--- src/rtl/sector_erase_pkg.sv ---
package sector_erase_pkg;

    typedef enum logic [2:0] {
        ST_IDLE,
        ST_PREAMBLE,
        ST_SECTOR,
        ST_WIN_READ,
        ST_WIN_WAIT,
        ST_POLL_READ,
        ST_POLL_WAIT,
        ST_FINISH
    } seq_state_t;

    typedef enum logic [2:0] {
        RES_OK       = 3'd0,
        RES_REJECT   = 3'd1,
        RES_WINDOW   = 3'd2,
        RES_FAULT    = 3'd3,
        RES_NOEFFECT = 3'd4,
        RES_TIMEOUT  = 3'd5
    } seq_result_t;

    localparam int PREAMBLE_LEN = 6;
    localparam logic [7:0] SECTOR_CMD = 8'h30;

endpackage

--- src/rtl/unlock_table.sv ---
module unlock_table
    import sector_erase_pkg::*;
(
    input  logic [2:0]  idx,
    output logic [11:0] cmd_addr,
    output logic [7:0]  cmd_data
);
    always_comb begin
        unique case (idx)
            3'd0:    begin cmd_addr = 12'h555; cmd_data = 8'hF0; end
            3'd1:    begin cmd_addr = 12'h555; cmd_data = 8'hAA; end
            3'd2:    begin cmd_addr = 12'h2AA; cmd_data = 8'h55; end
            3'd3:    begin cmd_addr = 12'h555; cmd_data = 8'h80; end
            3'd4:    begin cmd_addr = 12'h555; cmd_data = 8'hAA; end
            3'd5:    begin cmd_addr = 12'h2AA; cmd_data = 8'h55; end
            default: begin cmd_addr = 12'h000; cmd_data = 8'h00; end
        endcase
    end
endmodule

--- src/rtl/poll_judge.sv ---
module poll_judge (
    input  logic [7:0] now_rd,
    input  logic [7:0] last_rd,
    input  logic [7:0] older_rd,
    output logic       finished,
    output logic       stalled,
    output logic       fault_flag
);
    always_comb begin
        finished   = now_rd[7];
        stalled    = !now_rd[7] && (now_rd == last_rd);
        fault_flag = older_rd[5];
    end
endmodule

--- src/rtl/sector_erase_seq.sv ---
module sector_erase_seq
    import sector_erase_pkg::*;
#(
    parameter int ADDR_W     = 21,
    parameter int SECT_W     = 16,
    parameter int CNT_W      = ADDR_W - SECT_W + 1,
    parameter int POLL_LIMIT = 1000
) (
    input  logic              clk,
    input  logic              rst_n,
    input  logic              start,
    input  logic [ADDR_W-1:0] start_addr,
    input  logic [CNT_W-1:0]  sect_cnt,
    output logic              busy,
    output logic              done,
    output logic [2:0]        err,
    output logic              fl_cs,
    output logic              fl_we,
    output logic [ADDR_W-1:0] fl_addr,
    output logic [7:0]        fl_wdata,
    input  logic [7:0]        fl_rdata
);
    localparam int IDX_W  = ADDR_W - SECT_W;
    localparam int SUM_W  = CNT_W + 1;
    localparam int POLL_W = $clog2(POLL_LIMIT + 1);
    localparam logic [SUM_W-1:0] NUM_SECT = SUM_W'(1) << IDX_W;
    localparam logic [POLL_W-1:0] POLL_LAST = POLL_W'(POLL_LIMIT - 1);

    seq_state_t        state_q, state_d;
    seq_result_t       res_q;
    logic [IDX_W-1:0]  sect_q, base_q;
    logic [CNT_W-1:0]  left_q;
    logic              first_q;
    logic [2:0]        pre_idx_q;
    logic [POLL_W-1:0] nread_q;
    logic [7:0]        rd0_q, rd1_q;

    // request check
    logic [IDX_W-1:0] req_sect;
    logic             req_ok;
    always_comb begin
        req_sect = start_addr[ADDR_W-1:SECT_W];
        req_ok   = (start_addr[SECT_W-1:0] == '0) && (sect_cnt != '0)
                 && ((SUM_W'(req_sect) + SUM_W'(sect_cnt)) <= NUM_SECT);
    end

    logic [11:0] pre_addr;
    logic [7:0]  pre_data;
    unlock_table u_table (.idx(pre_idx_q), .cmd_addr(pre_addr), .cmd_data(pre_data));

    logic finished, stalled, fault_flag, enough, verdict, exhausted;
    poll_judge u_judge (
        .now_rd(fl_rdata), .last_rd(rd0_q), .older_rd(rd1_q),
        .finished(finished), .stalled(stalled), .fault_flag(fault_flag)
    );
    assign enough    = (nread_q >= POLL_W'(2));
    assign verdict   = enough && (finished || stalled);
    assign exhausted = (nread_q == POLL_LAST);

    // state register
    always_ff @(posedge clk) begin
        if (!rst_n) state_q <= ST_IDLE;
        else        state_q <= state_d;
    end

    // next state
    always_comb begin
        state_d = state_q;
        unique case (state_q)
            ST_IDLE:      if (start) state_d = req_ok ? ST_PREAMBLE : ST_FINISH;
            ST_PREAMBLE:  if (pre_idx_q == 3'(PREAMBLE_LEN - 1)) state_d = ST_SECTOR;
            ST_SECTOR:    state_d = first_q ? ((left_q == CNT_W'(1)) ? ST_POLL_READ : ST_SECTOR)
                                            : ST_WIN_READ;
            ST_WIN_READ:  state_d = ST_WIN_WAIT;
            ST_WIN_WAIT:  state_d = fl_rdata[3] ? ST_FINISH
                                  : ((left_q == '0) ? ST_POLL_READ : ST_SECTOR);
            ST_POLL_READ: state_d = ST_POLL_WAIT;
            ST_POLL_WAIT: state_d = (verdict || exhausted) ? ST_FINISH : ST_POLL_READ;
            ST_FINISH:    state_d = ST_IDLE;
            default:      state_d = ST_IDLE;
        endcase
    end

    // datapath
    always_ff @(posedge clk) begin
        if (!rst_n) begin
            res_q     <= RES_OK;
            sect_q    <= '0;
            base_q    <= '0;
            left_q    <= '0;
            first_q   <= 1'b0;
            pre_idx_q <= '0;
            nread_q   <= '0;
            rd0_q     <= '0;
            rd1_q     <= '0;
        end else begin
            unique case (state_q)
                ST_IDLE: if (start) begin
                    res_q     <= req_ok ? RES_OK : RES_REJECT;
                    sect_q    <= req_sect;
                    base_q    <= req_sect;
                    left_q    <= sect_cnt;
                    first_q   <= 1'b1;
                    pre_idx_q <= '0;
                    nread_q   <= '0;
                    rd0_q     <= '0;
                    rd1_q     <= '0;
                end
                ST_PREAMBLE: pre_idx_q <= pre_idx_q + 3'd1;
                ST_SECTOR: begin
                    left_q  <= left_q - CNT_W'(1);
                    first_q <= 1'b0;
                    if (first_q && left_q != CNT_W'(1)) sect_q <= sect_q + IDX_W'(1);
                end
                ST_WIN_WAIT: begin
                    if (fl_rdata[3])        res_q  <= RES_WINDOW;
                    else if (left_q != '0)  sect_q <= sect_q + IDX_W'(1);
                end
                ST_POLL_WAIT: begin
                    rd0_q   <= fl_rdata;
                    rd1_q   <= rd0_q;
                    nread_q <= nread_q + POLL_W'(1);
                    if (verdict) begin
                        if (!finished) res_q <= fault_flag ? RES_FAULT : RES_NOEFFECT;
                    end else if (exhausted) begin
                        res_q <= RES_TIMEOUT;
                    end
                end
                default: ;
            endcase
        end
    end

    // outputs
    always_comb begin
        fl_cs    = 1'b0;
        fl_we    = 1'b0;
        fl_addr  = '0;
        fl_wdata = '0;
        busy     = (state_q != ST_IDLE) && (state_q != ST_FINISH);
        done     = (state_q == ST_FINISH);
        err      = res_q;
        unique case (state_q)
            ST_PREAMBLE: begin
                fl_cs = 1'b1; fl_we = 1'b1;
                fl_addr = ADDR_W'(pre_addr); fl_wdata = pre_data;
            end
            ST_SECTOR: begin
                fl_cs = 1'b1; fl_we = 1'b1;
                fl_addr = {sect_q, {SECT_W{1'b0}}}; fl_wdata = SECTOR_CMD;
            end
            ST_WIN_READ:  begin fl_cs = 1'b1; fl_addr = {sect_q, {SECT_W{1'b0}}}; end
            ST_POLL_READ: begin fl_cs = 1'b1; fl_addr = {base_q, {SECT_W{1'b0}}}; end
            default: ;
        endcase
    end
endmodule

--- config.mk ---
export PLATFORM = sky130hd
export DESIGN_NAME = sector_erase_seq
export DESIGN_NICKNAME = d
export VERILOG_FILES = /design/src/rtl/sector_erase_pkg.sv /design/src/rtl/unlock_table.sv /design/src/rtl/poll_judge.sv /design/src/rtl/sector_erase_seq.sv
export SDC_FILE = /design/constraint.sdc
export NUM_CORES = 1
export LEC_CHECK = 0
export BUFFER_PORTS_ARGS = -buffer_cell sky130_fd_sc_hd__clkbuf_2
export CAP_MARGIN = 20
export CORE_MARGIN = 2
export CORE_UTILIZATION = 35
export CTS_CLUSTER_SIZE = 40
export DETAILED_ROUTE_END_ITERATION = 7
export GPL_TIMING_DRIVEN = 0
export PLACE_DENSITY_LB_ADDON = 0.2
export SLEW_MARGIN = 20
export SYNTH_ARGS = -nofsm -noshare
export SYNTH_HDL_FRONTEND = slang
export SYNTH_SLANG_ARGS = --single-unit
--- constraint.sdc ---
create_clock -name clk -period 3.4 [get_ports clk]
set_clock_uncertainty 0.05 [all_clocks]
set_input_delay 0.17 -clock clk [delete_from_list [all_inputs] [get_ports clk]]
set_output_delay 0.17 -clock clk [all_outputs]
set_load 0.005 [all_outputs]
# After elaboration in Yosys (flattened, before gate mapping)
# Index checks and enable logic that the tools add are counted.
[op_classes]
n_addsub = 5
multipliers = 0
div_mod_pow = 0
order_cmp = 2
eq_ne = 25
shifts = 0
mux = 39
bitwise_logic = 0
n_reduce_logical = 34
[ops]
columns = ["cell", "count"]
rows = [
  ["$pmux W21 S3", 1],
  ["$mux W3", 14],
  ["$pmux W8 S2", 2],
  ["$pmux W8 S4", 1],
  ["$pmux W3 S8", 1],
  ["$pmux W6 S2", 2],
  ["$pmux W11 S2", 1],
  ["$mux W5", 4],
  ["$pmux W10 S2", 1],
  ["$eq A3 B3 Y1 const B", 6],
  ["$logic_not A16 Y1", 1],
  ["$pmux W5 S3", 1],
  ["$eq A3 B2 Y1 const B", 4],
  ["$ne A2 B2 Y1 const B", 6],
  ["$reduce_bool A6 Y1", 2],
  ["$add A10 B1 Y10 const B", 1],
  ["$eq A10 B10 Y1 const B", 1],
  ["$ge A10 B2 Y1 const B", 1],
  ["$mux W10", 1],
  ["$reduce_and A2 Y1", 5],
  ["$reduce_and A5 Y1", 2],
  ["$ne A3 B3 Y1 const B", 3],
  ["$pmux W3 S3", 1],
  ["$reduce_bool A3 Y1", 3],
  ["23 further kinds", 40],
]
[word_totals]
register_bits = 50
latch_bits = 0
mem_bits_rw = 0
mem_bits_ro = 0
inputBits = 38
output_inout_bits = 36
word_cells = 115
memories = 0

# Depth between registers and ports, before layout
[logic_depth]
word_depth = 7
mapped_depth = 8
mapped_depth_nobuf = 8

# Modules after synthesis
# A second synthesis with hierarchy kept.
[hier_totals]
cells_unflattened = 460
area_unflattened_um2 = 3459.6
[modules_own_cells]
columns = ["mod", "instances", "cells_each", "area_per_inst_um2", "seq_area_each_um2"]
rows = [
  ["sector_erase_seq", 1, 423, 3185.6, 1041.0],
  ["unlock_table", 1, 25, 172.7, 0.0],
  ["poll_judge", 1, 12, 101.3, 0.0],
]

# Least setup slack after synthesis
# No wires, ideal clock.
[synth_timing]
path_kind = "flip-flop to flip-flop"
from = "reg left_q[0]"
to = "reg sect_q[2]"
setup_ns = 0.117
arrival_ns = 1.818
required_ns = 3.233
setup_slack_ns = 1.415
stages_incl_launch_ff = 8
path_buffers = 0
synth_period_minus_slack_ns = 1.985
path_cell_list = "dfxtp_1 -> inv_1 -> ha_1 -> a21oi_2 -> o22ai_1 -> a2111oi_4 -> o21ai_1 -> a32o_1"
[synth_between]
elab_chain_cells = 4
elab_cells_between_ends = 6
cone_classes = "3 x eq/ne; 3 x reduce/logical"
[synth_lines]
columns = ["item", "line_no", "text"]
rows = [
  ["start, declared", "sector_erase_seq.sv:32", "logic [CNT_W-1:0] left_q;"],
  ["start signal, assigned", "sector_erase_seq.sv:102", "left_q <= sect_cnt;"],
  ["start signal, assigned", "sector_erase_seq.sv:111", "left_q <= left_q - CNT_W'(1);"],
  ["$ne A6 B1 Y1", "sector_erase_seq.sv:113", "if (first_q && left_q != CNT_W'(1)) sect_q <= sect_q + IDX_W'(1);"],
  ["$logic_and A1 B1 Y1", "sector_erase_seq.sv:113", ""],
  ["$ne A2 B2 Y1 (no line)", "n/a", ""],
  ["$reduce_and A5 Y1 (no line) (*)", "n/a", ""],
  ["end signal, assigned", "sector_erase_seq.sv:100", "sect_q <= req_sect;"],
  ["end signal, assigned", "sector_erase_seq.sv:113", ""],
  ["end signal, assigned", "sector_erase_seq.sv:117", "else if (left_q != '0) sect_q <= sect_q + IDX_W'(1);"],
  ["end, declared", "sector_erase_seq.sv:31", "logic [IDX_W-1:0] sect_q, base_q;"],
]
# Every way passes the cells marked *; elsewhere a longest branch is shown, timed or not.
# A chain may end at the register's enable or synchronous reset.

# Worst setup path after layout
[layout_timing]
from = "reg state_q[1]"
to = "out fl_wdata[5]"
[layout_between]
elab_chain_cells = 2
elab_cells_between_ends = 3
cone_classes = "2 x eq/ne; 1 x mux"
[layout_lines]
columns = ["item", "line_no", "text"]
rows = [
  ["start, declared", "sector_erase_seq.sv:29", "seq_state_t state_q, state_d;"],
  ["start signal, assigned", "sector_erase_seq.sv:63", "else state_q <= state_d;"],
  ["$eq A3 B2 Y1 / $eq A3 B1 Y1 (equally long branches)", "sector_erase_seq.sv:143", "unique case (state_q)"],
  ["$pmux W8 S2 (*)", "sector_erase_seq.sv:143", ""],
  ["end, declared", "sector_erase_seq.sv:20", "output logic [7:0] fl_wdata,"],
]
# Marked as above.

==> results_dict.tcl <==
set metrics [dict create \
    ctsHoldBuffers 0 \
    worstSetupPathType "flop to primary output" \
    cp.arrival_ns 2.28 \
    vias 2949 \
    via_per_inst 5.23 \
    cp_max_fo 10 \
    drt_first_pass_iters 4 \
    n_fill_cell 878 \
    cts_made_buffers 5 \
    endpoint "fl_wdata[5]" \
    highest_layer "met4" \
    start_kind "flop" \
    end_kind "primary output" \
    die_width_um 95.6 \
    design_area_um2 3520 \
    io_pins 74 \
    hold_viol 0 \
    rows 33 \
    core_area_um2 8180 \
    post-cts-setup-buffers 0 \
    cts.sinks 45 \
    nets 512 \
    cts_resized 0 \
    async_flop_share_pct 0 \
    cts_root_buf "clkbuf_8" \
    antenna_cells 0 \
    startpoint "state_q[1]$_SDFFE_PN0P_" \
    grt_util_all_layers_pct 18.6 \
    r2r_end "sect_q[2]$_SDFFE_PN0P_" \
    ant_nets 0 \
    area_growth_pct 19.9 \
    post-dp-hpwl_mm 5.99 \
    power.density_nw_per_um2 677 \
    synth_ff_type "dfxtp_1" \
    post_layout_nonfiller_instances 564 \
    finalPower_mw 2.38 \
    wl_met3_um 482 \
    finalCriticalPeriod_ns 2.50 \
    cts_max_path_buffers 2 \
    synth_cell_type_count 55 \
    slew_headroom_pct 54.0 \
    fin_util_pct 43.1 \
    worst_pin_slew_ns 0.690 \
    syn_area_um2 2940 \
    fmax_mhz 399 \
    clk_pin_slew_ns 0.09 \
    worstRegToRegCells 7 \
    htreeDepth 2 \
    outcome "complete, no violations" \
    grt_first_pass_wirelength_mm 13.4 \
    cpLargestDelayFamily "simple AND/OR/NAND/NOR gates" \
    cp_slowest_stage_delay_ns 0.54 \
    overflow 0 \
    rsz0062_at_grt "false" \
    setup_viol 0 \
    path_depth 6 \
    synth.avg_cell_area_um2 7.75 \
    p_leak_nw 1.53 \
    route.detailed.drc 0 \
    antenna_found_initial 0 \
    worst_slack_ns 0.897 \
    route.met2.wl_mm 3.58 \
    peakVddDrop_uv 228 \
    synth_seq_cells 45 \
    synth_edf_count 0 \
    hold_path.class "primary input to flop" \
    start_util_pct 35.9 \
    drv_slew 0 \
    layout-drive-gt1-share_pct 22.9 \
    crit_chain "buf_2 -> clkbuf_1 -> nor2b_1 -> nand2_1 -> o21ai_0 -> clkbuf_2" \
    die_y_um 95.6 \
    place_ws_ns 1.15 \
    clock_latency_ns 0.30 \
    critPathRequiredTime_ns 3.18 \
    crit_slowest_cell "nor2b_1" \
    whs_ns 0.0584 \
    r2r_slack_ns 1.16 \
    drt_iter0_drc 184 \
    grt_max_degree 15 \
    setup_tns_ns 0 \
    yosysWarningCount 0 \
    period_share_pct 73.6 \
    drt-met1-wl_mm 3.84 \
    finalWeightedCongestion 0.853 \
    wl_per_cell_um 14.1 \
    synthesis.instances 379 \
    timing.rr.start "left_q[0]$_SDFFE_PN0P_" \
    ys_seq_area_share_pct 30.7 \
    placed_area_um2 3420 \
    crit_buf_inv 3 \
    cap_violations 0 \
    io_buffers 68 \
    grt_pass1_vias 2726 \
    wl_mm 7.96 \
    cts_tree "yes" \
    placed_cells 556 \
    die_area_um2 9140 \
]
worst min-delay path, stage by stage:
cell	delay (ns)
clkbuf_2	0.09
nand2_1	0.05
a21oi_1	0.05
metal layers:
layer	global-route usage [%]	vias up
li1	-	1510
met1	26.6	1361
met2	29.1	74
met3	3.08	4
met4	4.29	0
met5	0	-
registers in the layout, indices dropped and copies added (netlist names):
register / flops
err: 3
sect_q: 5
rd0_q: 8
first_q: 1
base_q: 5
left_q: 6
nread_q: 10
pre_idx_q: 3
rd1_q: 1
state_q: 3
Yosys cell counts, drive strengths merged (7+ instances only):
cell / instances / share of area [%]
dfxtp: 45 / 31
nand2: 38 / 4.9
nor4: 10 / 2.3
xor2: 8 / 2.4
buf: 19 / 4.6
mux2i: 7 / 2.4
clkbuf: 15 / 1.9
o21ai: 14 / 2.4
ha: 15 / 6.4
nor3: 8 / 1.4
nand3: 25 / 4.3
inv: 12 / 1.5
nor2: 33 / 4.2
a21oi: 38 / 6.6
kinds of logic after synthesis:
| kind of cell | Yosys count | synth area share, % |
|---|---|---|
| DFF | 45 | 30.7 |
| and+or+nand+nor | 156 | 26.4 |
| other | 1 | 0.128 |
| AOI/OAI and AO/OA | 99 | 22.5 |
| adders and majority gates | 16 | 7.07 |
| xor gates and xnor gates | 8 | 2.39 |
| muxes | 8 | 2.77 |
| buffers and inverters | 46 | 8.01 |
cell type report:
| type | instances | area [um2] | area share (%) |
|---|---|---|---|
| clock inverter | 2 | 13.8 | 0.391 |
| tap | 105 | 131 | 3.73 |
| inverter | 12 | 45.0 | 1.28 |
| clock buffer | 6 | 82.6 | 2.35 |
| multi-input combinational | 292 | 1820 | 51.6 |
| sequential | 45 | 901 | 25.6 |
| timing repair buffer | 68 | 340 | 9.67 |
| buffer | 34 | 190 | 5.40 |
worst min-delay path by stage:
| stage | cells past startpoint | slack [ns] | startpoint | endpoint |
|---|---|---|---|---|
| after detailed placement | 3 | 0.38 | fl_rdata[0] | rd0_q[0]$_SDFFE_PN0P_ |
| final | 3 | 0.06 | fl_rdata[0] | rd0_q[0]$_SDFFE_PN0P_ |
| after global placement | 3 | 0.37 | fl_rdata[2] | rd0_q[2]$_SDFFE_PN0P_ |
| after CTS | 3 | 0.05 | fl_rdata[0] | rd0_q[0]$_SDFFE_PN0P_ |
| after floorplan | 2 | 0.26 | start_addr[17] | base_q[1]$_SDFFE_PN0P_ |
| after global routing | 3 | 0.05 | fl_rdata[6] | rd0_q[6]$_SDFFE_PN0P_ |
where the power goes:
part	internal (mW)	switching, mW
Sequential	0.640	0.109
Clock	0.165	0.187
Combinational	0.533	0.750
Total	1.34	1.05
placed cells by master, fill, tap and decap left out, types with 3 or more instances in the layout:
| cell | synthesis | layout |
|---|---|---|
| nand4_1 | 4 | 4 |
| nand2_1 | 38 | 38 |
| or3_1 | 5 | 5 |
| clkbuf_2 | 0 | 68 |
| and3_1 | 5 | 5 |
| o211ai_1 | 4 | 4 |
| o21ai_0 | 12 | 12 |
| ha_1 | 15 | 15 |
| xor2_1 | 8 | 8 |
| mux2i_1 | 7 | 7 |
| o31ai_1 | 4 | 4 |
| dfxtp_1 | 45 | 45 |
| clkbuf_1 | 15 | 15 |
| conb_1 | 1 | 5 |
| nor2_1 | 33 | 33 |
| a211oi_1 | 3 | 3 |
| nand3_1 | 25 | 25 |
| a31oi_1 | 6 | 6 |
| inv_1 | 11 | 11 |
| or4_1 | 3 | 3 |
| nor4_1 | 9 | 9 |
| clkbuf_8 | 0 | 6 |
| nand3b_1 | 3 | 3 |
| nand2b_1 | 6 | 6 |
| a21oi_1 | 37 | 37 |
| a221oi_1 | 3 | 3 |
| or2_2 | 4 | 4 |
| a22o_1 | 5 | 5 |
| nor3_1 | 8 | 8 |
| nor2b_1 | 5 | 5 |
| and2_1 | 4 | 4 |
| buf_4 | 16 | 16 |
Power figures use the tool's default switching activity.
